### src/rtl/bcd_clock_pkg.sv
package bcd_clock_pkg;
  localparam int NUM_FIELDS = 7;
  localparam int ADDR_W     = 3;
  localparam logic [ADDR_W-1:0] ADDR_CTRL = 3'd7;
  localparam int F_SEC = 0, F_MIN = 1, F_HOUR = 2, F_DOW = 3,
                 F_DATE = 4, F_MON = 5, F_YEAR = 6;

  typedef logic [7:0] bcd_t;
  typedef bcd_t [NUM_FIELDS-1:0] bank_t;

  function automatic bcd_t bcd_inc(bcd_t v);
    return (v[3:0] == 4'd9) ? {v[7:4] + 4'd1, 4'd0} : {v[7:4], v[3:0] + 4'd1};
  endfunction

  function automatic bcd_t field_min(int idx);
    return (idx == F_DOW || idx == F_DATE || idx == F_MON) ? 8'h01 : 8'h00;
  endfunction

  function automatic bcd_t month_len(bcd_t mon, bcd_t yr);
    int y;
    y = 10 * int'(yr[7:4]) + int'(yr[3:0]);
    case (mon)
      8'h02:                      return (y % 4 == 0) ? 8'h29 : 8'h28;
      8'h04, 8'h06, 8'h09, 8'h11: return 8'h30;
      default:                    return 8'h31;
    endcase
  endfunction

  function automatic bcd_t field_max(int idx, bcd_t mon, bcd_t yr);
    case (idx)
      F_SEC, F_MIN: return 8'h59;
      F_HOUR:       return 8'h23;
      F_DOW:        return 8'h07;
      F_DATE:       return month_len(mon, yr);
      F_MON:        return 8'h12;
      default:      return 8'h99;
    endcase
  endfunction
endpackage

### src/rtl/bcd_clock_prescale.sv
module bcd_clock_prescale #(
  parameter int TICKS_PER_SEC = 4
) (
  input  logic clk_i,
  input  logic rst_ni,
  input  logic tick_i,
  input  logic clr_i,
  output logic sec_o
);
  localparam int CW = (TICKS_PER_SEC > 1) ? $clog2(TICKS_PER_SEC) : 1;
  localparam logic [CW-1:0] LAST = CW'(TICKS_PER_SEC - 1);

  logic [CW-1:0] cnt_q;

  assign sec_o = tick_i && (cnt_q == LAST) && !clr_i;

  always_ff @(posedge clk_i or negedge rst_ni) begin
    if (!rst_ni)                 cnt_q <= '0;
    else if (clr_i || sec_o)     cnt_q <= '0;
    else if (tick_i)             cnt_q <= cnt_q + 1'b1;
  end
endmodule

### src/rtl/bcd_clock_unit.sv
module bcd_clock_unit
  import bcd_clock_pkg::*;
#(
  parameter bcd_t MIN_VAL = 8'h00
) (
  input  logic clk_i,
  input  logic rst_ni,
  input  logic inc_i,
  input  logic wrap_i,
  input  logic ld_i,
  input  bcd_t ld_val_i,
  output bcd_t q_o
);
  always_ff @(posedge clk_i or negedge rst_ni) begin
    if (!rst_ni)     q_o <= MIN_VAL;
    else if (ld_i)   q_o <= ld_val_i;
    else if (inc_i)  q_o <= wrap_i ? MIN_VAL : bcd_inc(q_o);
  end
endmodule

### src/rtl/bcd_clock_shadow.sv
module bcd_clock_shadow
  import bcd_clock_pkg::*;
(
  input  logic                  clk_i,
  input  logic                  rst_ni,
  input  logic                  te_i,
  input  logic [NUM_FIELDS-1:0] ld_i,
  input  bcd_t                  ld_val_i,
  input  bank_t                 int_i,
  output bank_t                 usr_o
);
  for (genvar i = 0; i < NUM_FIELDS; i++) begin : g_copy
    always_ff @(posedge clk_i or negedge rst_ni) begin
      if (!rst_ni)       usr_o[i] <= field_min(i);
      else if (ld_i[i])  usr_o[i] <= ld_val_i;
      else if (te_i)     usr_o[i] <= int_i[i];
    end
  end
endmodule

### src/rtl/bcd_clock.sv
module bcd_clock
  import bcd_clock_pkg::*;
#(
  parameter int TICKS_PER_SEC = 4
) (
  input  logic              clk_i,
  input  logic              rst_ni,
  input  logic              tick_i,
  input  logic              we_i,
  input  logic [ADDR_W-1:0] addr_i,
  input  logic [7:0]        wdata_i,
  output logic [7:0]        rdata_o
);
  bank_t                 int_q, usr_q, fmax;
  logic [NUM_FIELDS-1:0] ld, inc, wrap;
  logic                  time_wr, sec_pulse, te_q;

  assign time_wr = we_i && (addr_i != ADDR_CTRL);

  for (genvar i = 0; i < NUM_FIELDS; i++) begin : g_ld
    assign ld[i] = we_i && (addr_i == ADDR_W'(i));
  end

  bcd_clock_prescale #(.TICKS_PER_SEC(TICKS_PER_SEC)) u_pre (
    .clk_i, .rst_ni, .tick_i, .clr_i(time_wr), .sec_o(sec_pulse)
  );

  // carry chain: hour rollover feeds both day code and date
  assign inc[F_SEC]  = sec_pulse;
  assign inc[F_MIN]  = wrap[F_SEC];
  assign inc[F_HOUR] = wrap[F_MIN];
  assign inc[F_DOW]  = wrap[F_HOUR];
  assign inc[F_DATE] = wrap[F_HOUR];
  assign inc[F_MON]  = wrap[F_DATE];
  assign inc[F_YEAR] = wrap[F_MON];

  for (genvar i = 0; i < NUM_FIELDS; i++) begin : g_field
    assign fmax[i] = field_max(i, int_q[F_MON], int_q[F_YEAR]);
    assign wrap[i] = inc[i] && (int_q[i] >= fmax[i]);

    bcd_clock_unit #(.MIN_VAL(field_min(i))) u_unit (
      .clk_i, .rst_ni,
      .inc_i(inc[i]), .wrap_i(wrap[i]),
      .ld_i(ld[i]), .ld_val_i(wdata_i),
      .q_o(int_q[i])
    );
  end

  always_ff @(posedge clk_i or negedge rst_ni) begin
    if (!rst_ni)                          te_q <= 1'b1;
    else if (we_i && addr_i == ADDR_CTRL) te_q <= wdata_i[0];
  end

  bcd_clock_shadow u_shadow (
    .clk_i, .rst_ni, .te_i(te_q), .ld_i(ld), .ld_val_i(wdata_i),
    .int_i(int_q), .usr_o(usr_q)
  );

  always_comb begin
    rdata_o = {7'd0, te_q};
    for (int i = 0; i < NUM_FIELDS; i++)
      if (addr_i == ADDR_W'(i)) rdata_o = usr_q[i];
  end
endmodule

### config.mk
export PLATFORM = sky130hd
export DESIGN_NAME = bcd_clock
export DESIGN_NICKNAME = d
export VERILOG_FILES = /design/src/rtl/bcd_clock_pkg.sv /design/src/rtl/bcd_clock_prescale.sv /design/src/rtl/bcd_clock_unit.sv /design/src/rtl/bcd_clock_shadow.sv /design/src/rtl/bcd_clock.sv
export SDC_FILE = /design/constraint.sdc
export NUM_CORES = 1
export LEC_CHECK = 0
export ABC_AREA = 1
export BUFFER_PORTS_ARGS = -buffer_cell sky130_fd_sc_hd__clkbuf_2
export CAP_MARGIN = 20
export CORE_UTILIZATION = 40
export DETAILED_ROUTE_END_ITERATION = 10
export PLACE_DENSITY = 0.52
export SYNTH_ARGS = -nofsm -noshare
export SYNTH_HDL_FRONTEND = slang
export SYNTH_SLANG_ARGS = --single-unit
### constraint.sdc
create_clock -name clk_i -period 3.7 [get_ports clk_i]
set_input_delay 0 -clock clk_i [delete_from_list [all_inputs] [get_ports clk_i]]
set_output_delay 0 -clock clk_i [all_outputs]
set_load 0.005 [all_outputs]
==> qor.yml <==
setup_tns_ps: 0
hold_class: "input port to flop"
dpl.hpwl_mm: 14.66
die_h_um: 132.7
final_util_pct: 47.11
ir_drop_mv: 0.3499
place_congestion: 0.9000
postRouteAntennaNets: 0
fin_crit_ps: 3021
layout-drive-gt1-share_pct: 12.26
synth-edff-count: 0
cts.clk_slew.worst_paths_ps: 50
min_from: "addr_i[1]"
layout.nets: 957
holdWs_ps: 31.72
crit_path_end_kind: "flop"
max_freq_ghz: 0.3310
drv_slew: 0
cts_sinks: 115
syn_area_mm2: 0.006837
grt_max_degree: 79
cts_buffers: 17
fp.coreArea_mm2: 0.01664
r2r_cells: 17
status: "finished, final reports clean"
postSynthAreaPerCell_um2: 7.734
drt_iter0_markers: 476
rsz0062_at_grt: "no"
synth_area_leaders: "dfrtp_1 40%, nand2_1 14%, nand3_1 5.9%"
critPathLaunch: "g_field[5].u_unit.q_o[4]"
tightest_slew_ps: 866.5
firstDrtPassIters: 5
setup_viol: 0
slew_headroom_pct: 42.17
ys_types: 48
synth_fp_nets: 924
hold_viol_final: 0
clk_latency_ps: 410
worst_ep_arrival_time_ps: 3320
yosysTopAreaCell: "dfrtp_1"
cts_max_level: 4
routedWlPerCell_um: 17.55
yosys-top-cells-count: "254 x nand2_1, 108 x dfrtp_1, 96 x inv_1, 81 x nand3_1, 47 x nor2_1"
p_per_area_mw_per_mm2: 630.7
yosysTopAreaCellShare_pct: 39.53
grt_pass1_vias: 6206
synth_warnings: 0
ys.flop_type: "dfrtp_1"
drc: 0
holdPathStages: 5
layout_worst_path_cycle_share_pct: 81.65
cp_max_fo: 6
cts_resized: 0
wl_mm: 20.19
initial_core_util_pct: 41.08
antenna_found_initial: 0
slowest_stage: "dfrtp_1"
die_w_um: 132.7
port_buffers: 22
critPathKind: "flop to flop"
vias_per_cell: 5.401
timing.rr.start: "g_field[5].u_unit.q_o[4]"
leakage_nw: 3.790
fin_skew_ps: 9.439
antennaDiodeCount: 0
slowest_delay_ps: 400
grt_usage_pct: 24.21
cp-start-kind: "flop"
cts.path.max_buffers: 2
area_delta_synth_final_pct: 14.68
synth_seq_cells: 115
overflow: 0
grt_pass1_wl_mm: 32.53
cts_root_buf: "clkbuf_16"
tritoncts: "done"
cp.required_ps: 4000
postSynth.asyncResetShare_pct: 100.0
vias: 6211
drv_cap: 0
crit_chain: "inv_1 > ha_1 > nand2_1 > nor3_1 > o21ai_0 > o22ai_1 > ha_1 > nand2_1 > nor2_1 > nand2_1 > nand3b_1 > nand2_4 > nand2_2 > nand2_2 > clkinv_4 > nand2_1 > o21ai_2"
ioPinCount: 23
timing.critical_path.mode_cell: "nand2_1"
rows: 47
yosysMostFrequentCell: "nand2_1"
ys_seq_area_share_pct: 42.22
synthCells: 884
power.total_mw: 4.945
die_area_mm2: 0.01762
[timing repair]
item | in CTS | in global routing
endpoints found under the setup margin | 0 | 0
endpoints found under the hold margin | 79 | 0
setup buffers | 0 | 0
hold buffers | 3 | 0
[layer usage]
metal	GRT usage [%]	vias to the layer above	wire length [um]	part of all wire, %
li1	-	3035	-	-
met2	39.94	168	9631	48
met3	5.326	26	1059	5.2
met5	0	-	0	0
met1	31.87	2982	9132	45
met4	6.833	0	365	1.8
[worst max-delay path, delay by kind of cell (launching register included)]
kind,cells,cell delay (ps)
compound gates,3,410
flops,1,400
buf+inv,2,230
fa+ha+maj,2,420
simple gates,10,1450
[final cells by class]
type / instances / area (um2)
Tap cell: 220 / 275.3
Timing Repair Buffer: 30 / 200.2
Multi-Input combinational cell: 638 / 3437
Clock buffer: 27 / 503.0
Inverter: 115 / 437.9
Fill cell: 1638 / 8802
Clock inverter: 5 / 100.1
Sequential cell: 115 / 2887
[cell families (layout without fill, tap and decap cells)]
| group | Yosys count | in the layout | synth area share, % |
|---|---|---|---|
| AO/OA/AOI/OAI | 164 | 164 | 15.45 |
| flip-flops | 115 | 115 | 42.22 |
| buffers and inverters | 131 | 177 | 7.504 |
| XOR/XNOR | 15 | 15 | 1.922 |
| adder cells (fa/ha/maj) | 25 | 25 | 4.575 |
| AND/OR/NAND/NOR | 434 | 434 | 28.33 |
[final timing paths]
kind                                            end  slack [ps]
min in group asynchronous  g_field[1].u_unit.q_o[5]          60
max in group asynchronous        u_shadow.usr_o[24]        2640
setup / recovery           g_field[5].u_unit.q_o[5]         680
hold reg to reg                  u_shadow.usr_o[32]         480
hold / removal                                 te_q          30
setup reg to reg           g_field[5].u_unit.q_o[5]         680
[layout by cell type (no fill, tap or decap), types with 7 or more instances in the layout]
cell,netlist,layout
nor2_1,47,47
inv_2,15,15
clkbuf_16,0,17
nand3_1,81,81
nand2_2,10,10
o22ai_1,11,11
dfrtp_1,108,108
nand4_1,12,12
o311ai_0,9,9
clkbuf_2,0,21
xor2_1,9,9
a21oi_1,36,36
o21ai_0,36,36
nand2_1,254,254
inv_1,96,96
o211ai_1,45,45
dfstp_2,7,7
ha_1,25,25
[stage by stage]
stage	setup slack, ps	cell area [um2]	std cells
floorplan	1121	6837	884
global placement	747.2	7179	1114
detailed placement	704.5	7179	1114
CTS	699.5	7812	1149
global route	317.6	7840	1150
finish	679.1	7840	1150
[state kept, by name, indices dropped and copies added (netlist names)]
signal / count
u_shadow.usr_o: 56
te_q: 1
u_pre.cnt_q: 2
g_field.u_unit.q_o: 56
[where the power goes]
| part | switching (mW) | internal, mW | leakage (nW) | total, mW |
|---|---|---|---|---|
| Combinational | 0.813 | 0.480 | 2.09 | 1.29 |
| Clock | 0.554 | 1.13 | 0.296 | 1.68 |
| Sequential | 0.313 | 1.66 | 1.40 | 1.97 |
| Total | 1.68 | 3.26 | 3.79 | 4.94 |
No activity file was read; power rests on OpenSTA's default activity.
